$ cat config.mk
export PLATFORM = sky130hd
export DESIGN_NAME = sleep_wake_ctrl
export DESIGN_NICKNAME = d
export VERILOG_FILES = /design/src/rtl/sleep_wake_ctrl.sv
export SDC_FILE = /design/constraint.sdc
export NUM_CORES = 1
export LEC_CHECK = 0
export BUFFER_PORTS_ARGS = -buffer_cell sky130_fd_sc_hd__buf_2
export CELL_PAD_IN_SITES_DETAIL_PLACEMENT = 1
export CELL_PAD_IN_SITES_GLOBAL_PLACEMENT = 1
export CORE_MARGIN = 3
export CORE_UTILIZATION = 46
export CTS_BUF_LIST = sky130_fd_sc_hd__clkbuf_8
export CTS_CLUSTER_SIZE = 16
export DETAILED_ROUTE_END_ITERATION = 8
export PLACE_DENSITY_LB_ADDON = 0.05
export SETUP_SLACK_MARGIN = 0.4
export SLEW_MARGIN = 20
export SYNTH_ARGS = -nofsm -noshare
export SYNTH_HDL_FRONTEND = slang
export SYNTH_SLANG_ARGS = --single-unit
$ cat constraint.sdc
create_clock -name clk -period 4.6 [get_ports clk]
set_input_delay 0.23 -clock clk [delete_from_list [all_inputs] [get_ports clk]]
set_output_delay 0.23 -clock clk [all_outputs]
set_load 0.01 [all_outputs]
$ cat src/rtl/sleep_wake_ctrl.sv
module sleep_wake_ctrl #(
  parameter int QUAL_TICKS = 5,
  parameter int SLP_W      = 16
) (
  input  logic             clk,
  input  logic             rst_n,
  input  logic             slow_tick,
  input  logic             sleep_req,
  input  logic             en_pin,
  input  logic             en_cs,
  input  logic             en_tmr,
  input  logic             wake_pin,
  input  logic             cs_n,
  input  logic [SLP_W-1:0] sleep_time,
  output logic             asleep,
  output logic             wake_event,
  output logic [1:0]       wake_cause
);
  localparam int QW = $clog2(QUAL_TICKS + 1);
  localparam logic [QW-1:0] QLAST = QW'(QUAL_TICKS - 1);

  logic [QW-1:0]    pin_q, cs_q;
  logic [SLP_W-1:0] tmr;

  wire pin_lvl = en_pin & wake_pin;
  wire cs_lvl  = en_cs & ~cs_n;
  wire pin_hit = pin_lvl && (pin_q == QLAST);
  wire cs_hit  = cs_lvl && (cs_q == QLAST);
  wire tmr_hit = en_tmr && (tmr <= SLP_W'(1));
  wire wake    = asleep && slow_tick && (pin_hit || cs_hit || tmr_hit);

  always_ff @(posedge clk) begin
    if (!rst_n) begin
      asleep     <= 1'b0;
      wake_event <= 1'b0;
      wake_cause <= 2'd0;
      pin_q      <= '0;
      cs_q       <= '0;
      tmr        <= '0;
    end else begin
      wake_event <= wake;
      if (wake) begin
        asleep     <= 1'b0;
        wake_cause <= pin_hit ? 2'd1 : (cs_hit ? 2'd2 : 2'd3);
      end else if (!asleep && sleep_req) begin
        asleep <= 1'b1;
        tmr    <= sleep_time;
        pin_q  <= '0;
        cs_q   <= '0;
      end else if (asleep && slow_tick) begin
        pin_q <= pin_lvl ? pin_q + QW'(1) : '0;
        cs_q  <= cs_lvl ? cs_q + QW'(1) : '0;
        if (tmr != '0) tmr <= tmr - SLP_W'(1);
      end
    end
  end


  pulse_single_chk: assert property (@(posedge clk) disable iff (!rst_n)
    wake_event |=> !wake_event);

  wake_exit_chk: assert property (@(posedge clk) disable iff (!rst_n)
    wake_event |-> (!asleep && $past(asleep)));

  tick_only_chk: assert property (@(posedge clk) disable iff (!rst_n)
    (asleep && !slow_tick) |=> asleep);

  all_off_chk: assert property (@(posedge clk) disable iff (!rst_n)
    (asleep && !en_pin && !en_cs && !en_tmr) |=> asleep);

  cause_valid_chk: assert property (@(posedge clk) disable iff (!rst_n)
    wake_event |-> (wake_cause != 2'd0));

  awake_quiet_chk: assert property (@(posedge clk) disable iff (!rst_n)
    !asleep |=> !wake_event);

  sleep_entry_chk: assert property (@(posedge clk) disable iff (!rst_n)
    (!asleep && sleep_req) |=> asleep);
endmodule

==> results.toml <==
[timing]
rsz0062_at_grt = "false"
fin_skew_ps = 3.17
fin_hold_ws_ps = 241
fin_setup_tns_ps = 0
drv_slew = 0
fin_ws_ps = 2230
max_freq_mhz = 422
setup-violations-final = 0
timing.final.crit_share_pct = 51.6
tightestPinTransition_ps = 965
hold_viol = 0
max_slew_margin_pct = 35.7
min_period_ps = 2370

[route]
drtIter0Drc = 93
wl_met1_mm = 2.30
first_pass_iters = 4
viasPerCell = 6.16
ant_nets = 0
wl_mm = 4.93
routedWlPerCell_um = 18.1
met2_length_mm = 2.42
drc_errors = 0
vias = 1682
maxUsedRoutingLayer = "met4"
wl_met3_um = 162

[yosys]
yosysWarnings = 0
synth_edf_count = 0
synth_ff_type = "dfxtp_1"
synth_cells = 207
yosysUniqueCellTypes = 50
syn_area_mm2 = 0.00166
synth_top_area_share_pct = 31.3
async_flop_share_pct = 0
synth_common_cells = "30 x nand2_1, 26 x dfxtp_1, 13 x nor2_1, 13 x o21ai_0, 10 x clkbuf_1"
synth-seq-cells = 26
ys_top_cells_by_area = "dfxtp_1 31%, nand2_1 6.8%, ha_1 4.5%"
ys_seq_area_share_pct = 31.3
synth_most_common_cell = "nand2_1"
synth_top_area_cell = "dfxtp_1"
syn-num-nets = 238
syn_area_per_cell_um2 = 8.03

[power_and_ir_drop]
peakVddDrop_mv = 0.132
p_leak_nw = 0.734
p_per_area_mw_per_mm2 = 368

[setup_path]
end_kind = "flop"
path_cells = "or4_4, nor4_4, a21oi_2, o21ai_4, o21ai_0"
slowest_stage = "or4_4"
slowest_delay_ps = 610
cp-start-kind = "flop"
critPathBufInv = 0
arrival_ps = 2510
worstPathMaxFanout = 9
crit_family = "simple AND/OR/NAND/NOR gates"
crit_type = "reg -> reg"
required_ps = 4740

[floorplanning]
fp.dieArea_mm2 = 0.00437
placementRows = 21
die_h_um = 66.1
start_util_pct = 48.7
coreArea_mm2 = 0.00342
io_pins = 29
die_w_um = 66.1

[clocking]
path_clk_slew_ps = 100
cts_root_buf = "clkbuf_8"
cts_sinks = 26
cts_tree = "yes"
htree_levels = 1
clockBufferDepth = 2
cts_resized = 0
ctsHoldBuffers = 0
clk-insertion-delay-late_ps = 280
postCtsSetupBuffers = 0
cts_buffers = 3

[finish]
post-route-cell-area_mm2 = 0.00188
num_antenna_cells = 0
nNetsFinal = 259
syn_to_final_growth_pct = 12.9
drive_above_1_share_pct = 19.4

[global_routing]
antenna_found_initial = 0
grt_max_degree = 34
grt_pass1_wl_mm = 8.27
grt-ovfl-total = 0
grt_usage_pct = 24.2
grt_pass1_vias = 1741

[placement]
pre_cts_slack_ps = 2260
detailed_place_hpwl_mm = 3.54
io_buffer_count = 28
placement.cell_area_mm2 = 0.00181
gp_congestion = 0.860

[hold_path]
min_path_type = "in -> reg"

[run_status]
status = "finished clean"

[run]
cap_violations = 0
## layer usage
metal,vias to the layer above,global-route usage (%)
met5,-,0
met3,7,2.04
met1,819,32.5
li1,820,-
met2,36,41.9
met4,0,5.33
## worst paths after layout
path,endpoint,slack (ps),start,cells past startpoint
max,tmr[13],2230,tmr[6],5
min,pin_q[1],240,wake_pin,3
max reg2reg,tmr[13],2230,tmr[6],5
min reg2reg,cs_q[1],490,cs_q[1],2
## power breakdown
| group | switching (W) | leakage, nW | total (W) | internal (W) |
|---|---|---|---|---|
| Sequential | 0.0000292 | 0.213 | 0.000275 | 0.000246 |
| Clock | 0.0000779 | 0.0357 | 0.000194 | 0.000117 |
| Combinational | 0.000137 | 0.486 | 0.000223 | 0.0000858 |
## registers in the layout, indices dropped and copies added (netlist names)
name        cells
asleep          1
tmr            16
cs_q            3
wake_event      1
pin_q           3
wake_cause      2
## area by class of cell
| cell class | count | area, µm² |
|---|---|---|
| flip-flops and latches | 26 | 520 |
| repair buffers | 29 | 148 |
| clock inverters | 1 | 30.0 |
| well taps | 46 | 57.6 |
| clock buffers | 3 | 41.3 |
| multi-input cells | 160 | 1050 |
| inverters | 8 | 30.0 |
| fillers | 440 | 1540 |
## stage by stage
step,std cells,utilization (%),power [W]
2_1_floorplan,207,-,0.000438
4_1_cts,273,55.0,0.000692
5_1_grt,273,55.0,0.000731
6_report,273,55.0,0.000692
3_5_place_dp,269,52.9,0.000497
3_3_place_gp,269,52.9,0.000487
## logic make-up (layout without fill, tap and decap cells)
| group | after synthesis | after routing | synth area share [%] |
|---|---|---|---|
| flops | 26 | 26 | 31.3 |
| fa+ha+maj | 6 | 6 | 4.51 |
| compound gates | 67 | 67 | 30.1 |
| simple gates | 84 | 84 | 26.8 |
| buf+inv | 21 | 41 | 5.49 |
| mux | 3 | 3 | 1.81 |
## placed cells by master (no fill, tap or decap), types with 5 or more instances in the layout
| cell type | instances |
|---|---|
| nand4_1 | 5 |
| nor2_1 | 13 |
| a21oi_1 | 7 |
| o21ai_0 | 13 |
| ha_1 | 6 |
| or3_1 | 5 |
| buf_2 | 28 |
| o311ai_0 | 6 |
| o21a_1 | 5 |
| dfxtp_1 | 26 |
| nand2_1 | 30 |
| nand3_1 | 5 |
| o211ai_1 | 6 |
| inv_1 | 8 |
| o31ai_1 | 5 |
## worst reg2reg max path, delay by kind of cell, from the launching register on
kind	cells	cell delay, ps
simple gates	2	1100
compound gates	3	730
flops	1	410
(Power assumes the default switching activity.)
